`src/rtl/mmd_pkg.sv`:
```
package mmd_pkg;

  // Count state of one two/three cell, in units of its own input period.
  typedef enum logic [1:0] {
    PH_FIRST  = 2'd0,
    PH_SECOND = 2'd1,
    PH_THIRD  = 2'd2
  } cell_phase_e;

  // The modulus input of the last cell is held asserted.
  localparam logic TAIL_MOD_LEVEL = 1'b1;

endpackage

```
`src/rtl/mmd_rst_sync.sv`:
```
module mmd_rst_sync #(
  parameter int STAGES = 2
) (
  input  logic clk,
  input  logic rst_n_async,
  output logic rst_n_sync
);

  logic [STAGES-1:0] sync_q;
  logic [STAGES-1:0] sync_d;

  always_comb begin
    sync_d = {sync_q[STAGES-2:0], 1'b1};
  end

  always_ff @(posedge clk or negedge rst_n_async) begin
    if (!rst_n_async) begin
      sync_q <= '0;
    end else begin
      sync_q <= sync_d;
    end
  end

  assign rst_n_sync = sync_q[STAGES-1];

endmodule

```
`src/rtl/mmd_cell.sv`:
```
module mmd_cell
  import mmd_pkg::*;
(
  input  logic clk,
  input  logic rst_n,
  input  logic step_in,   // one period of this cell's input has elapsed
  input  logic mod_in,    // modulus request from the next cell
  input  logic prog_bit,  // 1: may divide by three
  output logic step_out,  // this cell completes one output period
  output logic mod_out    // modulus request toward the previous cell
);

  cell_phase_e phase_q;
  cell_phase_e phase_d;
  cell_phase_e last_phase;
  logic        at_last;
  logic        swallow;
  logic        phase_en;

  always_comb begin
    swallow    = prog_bit & mod_in;
    last_phase = swallow ? PH_THIRD : PH_SECOND;
    at_last    = (phase_q == last_phase);
    step_out   = step_in & at_last;
    mod_out    = mod_in & at_last;
    phase_en   = step_in;
  end

  always_comb begin
    phase_d = phase_q;
    if (at_last) begin
      phase_d = PH_FIRST;
    end else if (phase_q == PH_FIRST) begin
      phase_d = PH_SECOND;
    end else begin
      phase_d = PH_THIRD;
    end
  end

  always_ff @(posedge clk or negedge rst_n) begin
    if (!rst_n) begin
      phase_q <= PH_FIRST;
    end else if (phase_en) begin
      phase_q <= phase_d;
    end
  end

endmodule

```
`src/rtl/mmd_prog_shadow.sv`:
```
module mmd_prog_shadow #(
  parameter int WIDTH = 6
) (
  input  logic             clk,
  input  logic             rst_n,
  input  logic             period_end,
  input  logic [WIDTH-1:0] prog_in,
  output logic [WIDTH-1:0] prog_q,
  output logic             chain_run
);

  logic             load_pending_q;
  logic             load_pending_d;
  logic [WIDTH-1:0] prog_d;
  logic             load_en;

  always_comb begin
    load_en        = load_pending_q | period_end;
    prog_d         = prog_in;
    load_pending_d = 1'b0;
  end

  always_ff @(posedge clk or negedge rst_n) begin
    if (!rst_n) begin
      load_pending_q <= 1'b1;
    end else begin
      load_pending_q <= load_pending_d;
    end
  end

  always_ff @(posedge clk or negedge rst_n) begin
    if (!rst_n) begin
      prog_q <= '0;
    end else if (load_en) begin
      prog_q <= prog_d;
    end
  end

  assign chain_run = ~load_pending_q;

endmodule

```
`src/rtl/mmd_divider.sv`:
```
module mmd_divider #(
  parameter int NUM_CELLS   = 6,
  parameter int SYNC_STAGES = 2
) (
  input  logic                 clk_in,
  input  logic                 rst_n,
  input  logic [NUM_CELLS-1:0] ratio_sel,
  output logic                 div_out
);

  import mmd_pkg::*;

  logic                 rst_sync_n;
  logic                 chain_run;
  logic [NUM_CELLS-1:0] shadow_q;
  logic [NUM_CELLS:0]   step_vec;
  logic [NUM_CELLS:0]   mod_vec;
  logic                 period_end;
  logic                 div_q;
  logic                 div_d;

  mmd_rst_sync #(.STAGES(SYNC_STAGES)) u_rst_sync (
    .clk         (clk_in),
    .rst_n_async (rst_n),
    .rst_n_sync  (rst_sync_n)
  );

  mmd_prog_shadow #(.WIDTH(NUM_CELLS)) u_shadow (
    .clk        (clk_in),
    .rst_n      (rst_sync_n),
    .period_end (period_end),
    .prog_in    (ratio_sel),
    .prog_q     (shadow_q),
    .chain_run  (chain_run)
  );

  assign step_vec[0]         = chain_run;
  assign mod_vec[NUM_CELLS]  = TAIL_MOD_LEVEL;

  for (genvar gi = 0; gi < NUM_CELLS; gi++) begin : g_cell
    mmd_cell u_cell (
      .clk      (clk_in),
      .rst_n    (rst_sync_n),
      .step_in  (step_vec[gi]),
      .mod_in   (mod_vec[gi+1]),
      .prog_bit (shadow_q[gi]),
      .step_out (step_vec[gi+1]),
      .mod_out  (mod_vec[gi])
    );
  end

  // Every cell wraps together on the last cycle of the full period.
  assign period_end = step_vec[NUM_CELLS];

  always_comb begin
    div_d = mod_vec[0];
  end

  always_ff @(posedge clk_in or negedge rst_sync_n) begin
    if (!rst_sync_n) begin
      div_q <= 1'b0;
    end else begin
      div_q <= div_d;
    end
  end

  assign div_out = div_q;

endmodule

```
`config.mk`:
```
export PLATFORM = sky130hd
export DESIGN_NAME = mmd_divider
export DESIGN_NICKNAME = d
export VERILOG_FILES = /design/src/rtl/mmd_pkg.sv /design/src/rtl/mmd_rst_sync.sv /design/src/rtl/mmd_cell.sv /design/src/rtl/mmd_prog_shadow.sv /design/src/rtl/mmd_divider.sv
export SDC_FILE = /design/constraint.sdc
export NUM_CORES = 1
export LEC_CHECK = 0
export BUFFER_PORTS_ARGS = -buffer_cell sky130_fd_sc_hd__clkbuf_2
export CAP_MARGIN = 20
export CORE_MARGIN = 2
export CORE_UTILIZATION = 52
export CTS_CLUSTER_SIZE = 16
export DETAILED_ROUTE_END_ITERATION = 8
export PLACE_DENSITY_LB_ADDON = 0.3
export SYNTH_ARGS = -nofsm -noshare
export SYNTH_HDL_FRONTEND = slang
export SYNTH_SLANG_ARGS = --single-unit
```
`constraint.sdc`:
```
create_clock -name clk_in -period 0.8 [get_ports clk_in]
set_clock_uncertainty 0.05 [all_clocks]
set_input_delay 0.08 -clock clk_in [delete_from_list [all_inputs] [get_ports clk_in]]
set_output_delay 0.08 -clock clk_in [all_outputs]
set_load 0.01 [all_outputs]
```
### Word-level counts from Yosys, hierarchy flattened

Index checks and enable logic that the tools add are counted.

| operators by class | value |
|---|---|
| equal/unequal tests | 6 |
| mux-type cells | 18 |
| bitwise logic cells | 18 |
| reductions and logical operators | 6 |

Operators with widths:

| operator | number |
|---|---|
| 2-bit 2-to-1 mux | 18 |
| 1-bit bitwise AND | 16 |
| 2-bit equality test | 6 |
| 2-bit logical NOT | 6 |
| 1-bit inverter | 1 |
| 1-bit bitwise OR | 1 |

| word-level totals | value |
|---|---|
| register bits after elaboration | 22 |
| input port bits | 8 |
| output and inout port bits | 1 |
| word-level logic and storage cells | 58 |

### Logic depth before layout (Yosys ltp)

Gate-level depths: netlist of the first run.

| logic depth | value |
|---|---|
| depth in word-level cells | 28 |
| gate-level depth with buffers | 6 |
| mapped depth without buffers | 6 |

### Hierarchy

Synthesis of the first run repeated with hierarchy kept, for this count alone.

| second synthesis, totals | value |
|---|---|
| cell total of the unflattened synthesis | 105 |
| area, all modules | 1,193.6 um^2 |

Modules (own cells, without submodules):

| module | instances | cells each | area an instance (um^2) | sequential area each (um^2) |
|---|---|---|---|---|
| mmd_cell | 6 | 14 | 141.4 | 50.0 |
| mmd_prog_shadow | 1 | 16 | 262.8 | 176.4 |
| mmd_rst_sync | 1 | 3 | 53.8 | 50.0 |
| mmd_divider | 1 | 2 | 28.8 | 25.0 |

### Worst setup path before layout of the first run

Ideal clock, no wire load.

| timing path | value |
|---|---|
| kind | register to register |
| start point | reg (tool-made name) |
| end point | reg u_shadow.prog_q[0] |
| setup time | 0.125 ns |
| arrival time | 2.463 ns |
| required time | 0.625 ns |
| path slack | -1.838 ns |
| stages on the path, launching flop included | 7 |
| path buffers | 0 |
| clock period less this slack | 2.638 ns |
| cells stage by stage | dfrtp_1 -> or3b_1 -> a222oi_1 -> nand3_1 -> mux2i_4 -> a31oi_4 -> mux2_2 |

RTL lines:

| element | RTL line | text |
|---|---|---|
| to (signal assigned) | mmd_prog_shadow.sv:35 | `prog_q <= prog_d;` |
| to (decl) | mmd_prog_shadow.sv:8 | `output logic [WIDTH-1:0] prog_q,` |

==> impl_summary.md, run 1 <==
Timing
Setup violations remaining at the end of the flow were counted as 20. The final count of hold timing violations is 4. Once routing completed, OpenROAD measured the worst setup slack at -1.783 ns.

The number of pins exceeding their max-slew limit in the final report came to 0. Subtracting the final worst setup slack from the clock period gives 2.583 ns. The final-layout setup total negative slack is -31.17 ns. Setup repair after global routing could not meet its margin everywhere.

After layout, the worst path uses 322.9% of the clock period. Timing would allow up to 387.2 MHz. Final hold analysis gives a worst-case slack of -0.05124 ns.

Yosys
The xor-xnor portion of the synthesized cell area is 0%. The area fraction in compound gates after synthesis is 6.170%. The number of instances in the synthesized netlist is 97. Ranked by total cell area, the synthesized netlist is headed by sky130_fd_sc_hd__dfrtp_1 (45%), sky130_fd_sc_hd__mux2_1 (7.7%), sky130_fd_sc_hd__mux2_2 (7.7%). In this run, distinct cell masters in the synthesized netlist total 28.

For this run, the leading register cell type out of synthesis is sky130_fd_sc_hd__dfrtp_1. The biggest area contributor in the post-synthesis netlist is sky130_fd_sc_hd__dfrtp_1. After Yosys synthesis, full adders, half adders and majority gates account for 0% of the synthesized area. After synthesis, the largest area contributor takes up 44.68% of total cell area. The mean instance size in the synthesized netlist is 12.13 sq um. After synthesis, flip-flops and latches occupy 46.91% of the total area. Yosys printed 0 warnings. The post-synthesis instance area is 1176 sq um. The combinational family with the most area after synthesis is multiplexers. Synthesis produced a netlist with a net count of 105.

Of the post-synthesis cell area, the part taken by muxes is 24.26%. Sorting the synthesized cells by how often they occur yields sky130_fd_sc_hd__dfrtp_1 (21), sky130_fd_sc_hd__mux2_1 (8), sky130_fd_sc_hd__mux2_2 (8). The post-synthesis register bit count is 22. After Yosys synthesis, and, or, nand and nor cells account for 21.70% of the synthesized area.

Yosys mapped a number of flops with a built-in enable equal to 0. The share of flip-flops with an asynchronous set or reset is 100.0%. Yosys instantiated no cell more often than sky130_fd_sc_hd__dfrtp_1.

Critical path
In this design, the stage delay of the slowest critical-path cell is 0.41 ns. Data on the critical path is required at its endpoint by 0.96 ns. The worst setup path is launched from a flip-flop. At the worst endpoint, the arrival time is 2.75 ns.

The critical path goes through or3b_4, a222oi_1, buf_4, nand4_1, mux2i_4, buf_6, nand4b_1, mux2_4. Among all stages on the critical path, the largest delay is contributed by sky130_fd_sc_hd__dfrtp_1. STA classifies the critical path endpoint as a flip-flop. The worst setup path is of the flip-flop to flip-flop kind.

The maximum fanout encountered on the critical timing path is 6.

Floorplan
The die extent in x is 51.56 um. During I/O placement, the number of pins put on the boundary was 9. The overall die area is 2658 sq um.

Row generation in the floorplan step produced 17 rows. The die boundary height is 51.56 um. The effective utilization at floorplan is 54.21%. After floorplanning, the core was sized to cover 2170 sq um.

GRT
The number of global-route vias before repair is 961. Across every metal layer, demand over resource in global routing totals 22.04%. The initial antenna violation count is 0. The leftover overflow at the end of global routing is 0. The first global-routing pass estimated 4305 um of wire.

The maximum number of pins on one net before global-route repair is 15.

Status
The run finished, with violations left. The final reports fail on negative hold slack, negative setup slack.

Clocking
For this design, the sink count on the clock tree is 22. In this run the number of H-tree levels came out at 1. The buffer type at the clock tree root is sky130_fd_sc_hd__clkbuf_4. Clock latency on the worst-skew pair, taken at its later pin, is 0.31 ns. After clock tree synthesis, the clock-pin slew on the worst setup and hold paths is 0.13 ns. The clock tree from TritonCTS is yes.

The clock passes through at most 2 buffers. The number of clock buffers added by TritonCTS is 3.

Pwr
In this run the static leakage power is 0.8149 nW. The worst-case vdd ir drop is 0.002182 V. The power density over cell area is 2271 nW/um^2.

Routing
The count of TritonRoute iterations in the first routing pass is 4. After detailed routing, the average wire length per cell comes to 14.96 um. For this run, design rule violations remaining after detail routing come to 0.

For this block, the via count after detailed routing is 946. The post-detailed-routing wire length is 2648 um. The post-detailed-route via-to-cell ratio is 5.345.

The number of nets still failing antenna checks after routing is 0. In this run, the number of DRC markers left after iteration 0 of detailed routing was 25.

Place
The worst setup timing slack at the placement stage is -1.795 ns. During placement, the flow inserted port buffers numbering 8. The HPWL after detailed placement is 1923 um. In this run the cell area measured after placement is 1499 sq um.

The final weighted congestion in routability-driven placement is 0.8139.

Layout
In the final layout, the share of cells above drive strength 1 is 55.70%. The layout has 137 filler cells. The area of combinational cells with multiple inputs is 698.2 sq um.

The repair_antennas step left the layout with diodes totalling 0. The final-stage net count is 158. Compared with the post-synthesis result, the final layout area differs by 45.96%.

The combined flip-flop and latch cell area is 551.8 sq um. The cell area after layout is 1717 sq um.

Worst hold path
The kind of path behind the tightest hold check is primary input to flip-flop.

Flow run
The max-cap violation count is 0.
-- cells in the final DEF (no fill, tap or decap), types with 3 or more instances in the layout --
master / count
sky130_fd_sc_hd__buf_4: 32
sky130_fd_sc_hd__buf_6: 4
sky130_fd_sc_hd__clkbuf_2: 8
sky130_fd_sc_hd__clkbuf_4: 3
sky130_fd_sc_hd__dfrtp_1: 21
sky130_fd_sc_hd__dlygate4sd3_1: 3
sky130_fd_sc_hd__mux2_2: 4
sky130_fd_sc_hd__mux2_4: 12
sky130_fd_sc_hd__mux2i_1: 3
sky130_fd_sc_hd__nand2_1: 4
sky130_fd_sc_hd__nand2b_1: 7
sky130_fd_sc_hd__nand3_2: 3
sky130_fd_sc_hd__nand3b_1: 5
sky130_fd_sc_hd__nand4_1: 3
sky130_fd_sc_hd__nand4b_1: 4
sky130_fd_sc_hd__nor2_1: 5
-- power by group --
group | leakage (nW) | total, mW | switching, mW | internal [mW]
registers | 0.273 | 1.40 | 0.114 | 1.29
clock network | 0.0279 | 0.860 | 0.353 | 0.506
logic | 0.514 | 1.63 | 0.706 | 0.928
-- cell families (layout without fill, tap and decap cells) --
group,count (synthesis),after routing
compound gates,7,7
flops,22,22
simple gates,42,42
buf+inv,1,53
other cells,2,2
mux,23,23
-- stage by stage --
step / util [%] / total power, mW / instances
after global routing: 79.12 / 4.090 / 177
after detailed placement: 69.09 / 2.804 / 164
after floorplan: - / 2.178 / 97
after CTS: 76.01 / 3.809 / 173
final: 79.12 / 3.898 / 177
after global placement: 69.09 / 2.712 / 164
-- area by class of cell --
| cell class | instances | area share, % |
|---|---|---|
| repair buffers | 48 | 21.87 |
| well taps | 28 | 2.041 |
| clock buffers | 3 | 1.312 |
| flip-flops and latches | 22 | 32.14 |
| inverters | 1 | 0.2187 |
| clock inverters | 1 | 1.749 |
| multi-input cells | 74 | 40.67 |
-- worst paths after layout --
kind / from / to / slack, ns / cells past startpoint
max: flip-flop / flip-flop / -1.78 / 8
min: ratio_sel[3] / u_shadow.prog_q[3] / -0.05 / 2
max reg2reg: flip-flop / flip-flop / -1.78 / 8
min reg2reg: u_rst_sync.sync_q[1] / async pin / 0.14 / 1
max in group asynchronous: u_rst_sync.sync_q[1] / async pin / 0.34 / 1
min in group asynchronous: rst_n / u_rst_sync.sync_q[1] / 0.02 / 2
-- critical path: cells and delay by family, from the launching register on --
kind | cells | cell delay (ns)
buffers and inverters | 2 | 0.35
AOI/OAI and AO/OA | 1 | 0.36
muxes | 2 | 0.59
and+or+nand+nor | 3 | 0.72
DFF | 1 | 0.41
-- repair_timing --
| action | 4_1_cts | 5_1_grt |
|---|---|---|
| hold buffers | 2 | 1 |
| pin swaps | 4 | 4 |
| resized for setup | 11 | 9 |
| endpoints found under the hold margin | 8 | 5 |
| setup buffers | 3 | 3 |
| endpoints found under the setup margin | 20 | 20 |
-- routing by layer --
metal / GRT usage (%) / share of wire, %
met1: 26.67 / 43
met2: 40.81 / 54
met3: 3.448 / 2.7
met4: 5.263 / 0.79
met5: 0 / 0
Note: power is estimated with default switching activity, not from simulation.
==> run 2, diff against run 1 <==
--- a/config.mk
+++ b/config.mk
@@ -11,6 +11,7 @@
 export CORE_UTILIZATION = 52
 export CTS_CLUSTER_SIZE = 16
 export DETAILED_ROUTE_END_ITERATION = 8
+export GPL_TIMING_DRIVEN = 0
 export PLACE_DENSITY_LB_ADDON = 0.3
 export SYNTH_ARGS = -nofsm -noshare
 export SYNTH_HDL_FRONTEND = slang
==> run 2 against run 1 <==
- the flow still finishes with violations (negative hold slack, negative setup slack)
- core utilization down 4.2 points
- fmax down 1.5%
- die area did not move
- sequential share of layout area increased by 1.9 points
- global-route usage shrank 0.46 points
- cell count shrank 5.6%
- total power down 7.7%
- sequential cell count stayed put
- via count is 2.4% lower
- critical path type unchanged
==> impl_summary.md, run 2 (synthesis gave the netlist of run 1 again) <==
Clocking
The CTS clock-pin slew for the worst setup and hold paths came to 0.12 ns (about the same). The tree is rooted in a sky130_fd_sc_hd__clkbuf_4. The number of buffers inserted during clock tree synthesis is 3 (unchanged). The count of H-tree levels built during CTS came to 1 (unchanged).

The clock insertion delay at the later pin of the skew report is 0.31 ns (about the same). The number of sinks driven by the clock tree was 22 (unchanged). TritonCTS built the clock tree. The clock tree buffer depth was 2 (unchanged).

GRT
The number of global-route vias before repair is 915 (-4.8%). The initial antenna violation count is 0 (unchanged). The maximum number of pins on one net before global-route repair is 21 (+6). The global-route wire length before repair is 4174 um (-3.0%). The total routing usage reported by global routing is 21.58% (-0.46 points). The leftover overflow at the end of global routing is 0 (unchanged).

Routing
The sum of routed wire segments on met1 came to 1209 um (+7.1%). The routed length per placed instance was 16.18 um (+8.1%). The number of design-rule violations left by the first detailed-router iteration came to 22 (-12%).

The count of TritonRoute iterations in the first routing pass is 4 (unchanged). The sum of met3 wire segment lengths after detailed routing is 69 um (-2.8%). The routed wire length on met2 was 1376 um (-3.6%). The count of unresolved DRC violations after routing came to 0 (unchanged). The post-detailed-route via-to-cell ratio is 5.527 (+3.4%). The post-detailed-routing wire length is 2702 um (+2.0%).

The number of nets still failing antenna checks after routing came to 0 (unchanged). The total number of vias is 923 (-2.4%). Routed signal wires occupy layers up through met4.

Worst hold path
The worst hold path depth is 2 (unchanged). For hold timing, the worst endpoint is u_shadow.prog_q[5]. The worst hold path startpoint is ratio_sel[5]. The kind of path behind the tightest hold check is primary input to flip-flop.

Layout
The fraction of layout instances using a drive strength above 1 was 51.80% (-3.9 points). The area of combinational cells with multiple inputs is 686.9 sq um (-1.6%). The filler-free cell count of the finished design is 167 (-5.6%). The number of filler cells placed in the layout is 164 (+20%).

The final-stage net count is 148 (-6.3%). The cell area after layout is 1625 sq um (-5.3%). In the layout the commonest cells are sky130_fd_sc_hd__dfrtp_1 (20), sky130_fd_sc_hd__buf_4 (19), sky130_fd_sc_hd__mux2_4 (13). The number of diodes was 0 (unchanged).

The combined flip-flop and latch cell area is 553.0 sq um (+0.23%). The final core utilization came to 74.91% (-4.2 points). Leaving out fill and tap cells, the most frequent cell in the layout is sky130_fd_sc_hd__dfrtp_1. The area growth from synthesis to layout is 38.19%.

Critical path
The data required time at the worst endpoint was 0.95 ns (about the same). The worst register-to-register path begins at u_shadow.prog_q[5]. STA classifies the critical path startpoint as a flip-flop.

The maximum fanout encountered on the critical timing path was 5 (-1). The number of cells on the worst reg-to-reg path was 8 (unchanged). The critical path start-end classification is flip-flop to flip-flop. The register-to-register path setup slack is -1.82 ns (-0.04 ns). STA classifies the critical path endpoint as a flip-flop. The arrival time at the worst endpoint came to 2.78 ns (+0.03 ns).

Place
The count of input and output buffers was 8 (unchanged). The post-place instance area was 1266 sq um (-16%). The final weighted congestion in routability-driven placement is 0.7215 (-11%). The number of placed instances with taps included is 133 (-19%). The HPWL after detailed placement is 1499 um (-22%).

Floorplan
The die boundary height is 51.56 um (unchanged). The die extent in x was 51.56 um (unchanged). The overall die area is 2658 sq um (unchanged). The site row count is 17 (unchanged). The floorplan core area is 2170 sq um (unchanged).

The top-level I/O count is 9 (unchanged). The effective utilization at floorplan was 54.21% (unchanged).

Timing
The setup violation total in the final timing report is 20 (unchanged). The final worst slack is -1.821 ns (-0.03800 ns). Setup repair after global routing could not meet its margin everywhere. The final worst hold slack is -0.05974 ns (-0.008500 ns). The fraction of the cycle the final worst path needs is 327.6% (+4.7 points). The post-route minimum period is 2.621 ns (+0.03800 ns).

The number of pins exceeding their max-slew limit in the final report is 0 (unchanged). The highest clock frequency the design can meet came to 381.6 MHz (-1.5%). The final count of hold timing violations is 3 (-1).

Status
The flow ran to the end, but the final reports show violations. The final reports fail on negative hold slack, negative setup slack.

Pwr
The relative contribution of combinational cells to total power came to 41.8% (about the same). The final total power was 3.599 mW (-7.7%). The relative contribution of the clock network to total power was 17.2% (-4.9 points). The internal portion of total power came to 2.439 mW (-10%).

The leakage power was 0.7606 nW (-6.7%). The power share of the sequential group is 41.0% (+5.0 points). The worst-case vdd ir drop is 0.001690 V (-23%). The net switching power was 1.160 mW (-1.2%).

The proportion of total power due to net switching came to 32.23% (+2.1 points). The power density over cell area is 2214 nW/um^2 (-2.5%).

Flow run
The max-cap violation count is 0 (unchanged).
## run 2: cell types whose count changed in the layout (fill, tap and decap cells not counted), sizes merged
cell and change:
buf -11, dlygate4sd3 +1, bufinv -1, clkbuf +1
## run 2: final cells by class
cell class	instances	area share [%]
timing repair buffer	38	19.09
sequential	22	34.03
multi-input combinational	74	42.26
tap	28	2.156
clock buffer	4	2.232
inverter	1	0.2309
## run 2: stage by stage
stage / TNS [ns] / setup slack, ns
6_report: -31.77 / -1.821
5_1_grt: -32.85 / -1.893
4_1_cts: -30.35 / -1.738
3_5_place_dp: -41.71 / -2.266
3_3_place_gp: -40.06 / -2.180
2_1_floorplan: -31.62 / -1.819
## run 2: worst max path at each step
stage,startpoint,cells past startpoint,slack (ns),end
after global placement,flip-flop,6,-2.18,g_cell[5].u_cell.phase_q[0]
after detailed placement,flip-flop,6,-2.27,flip-flop
after CTS,flip-flop,8,-1.74,flip-flop
after global routing,u_shadow.prog_q[5],8,-1.89,g_cell[5].u_cell.phase_q[0]
final,u_shadow.prog_q[5],8,-1.82,flip-flop
after floorplan,flip-flop,6,-1.82,u_shadow.prog_q[0]
## run 2: worst max-delay path, cell delays in order, from the launching register on
cell and delay, ns:
sky130_fd_sc_hd__dfrtp_1 0.42, sky130_fd_sc_hd__or3b_4 0.42, sky130_fd_sc_hd__a222oi_1 0.37, sky130_fd_sc_hd__buf_4 0.21, sky130_fd_sc_hd__nand4_1 0.18, sky130_fd_sc_hd__mux2i_4 0.27
sky130_fd_sc_hd__buf_6 0.15, sky130_fd_sc_hd__nand4b_1 0.12, sky130_fd_sc_hd__mux2_4 0.32
## run 2: power groups by stage
stage / Clock (mW) / Sequential [mW] / Combinational [mW]
final: 0.620 / 1.48 / 1.50
after global routing: 0.680 / 1.51 / 1.63
after CTS: 0.630 / 1.47 / 1.33
after detailed placement: 0 / 1.55 / 0.835
after global placement: 0 / 1.53 / 0.803
after floorplan: 0 / 1.48 / 0.697
## run 2: timing repair
action	CTS	global route
hold buffers	2	2
gates resized for setup	10	10
endpoints found under the hold margin	8	5
setup buffers	18	8
endpoints found under the setup margin	40	20
pin swaps	5	8
## run 2: metal layers
layer,up-vias,track usage (%)
met5,-,0
met4,0,7.895
met3,5,2.874
met2,17,38.03
met1,458,27.01
li1,443,-
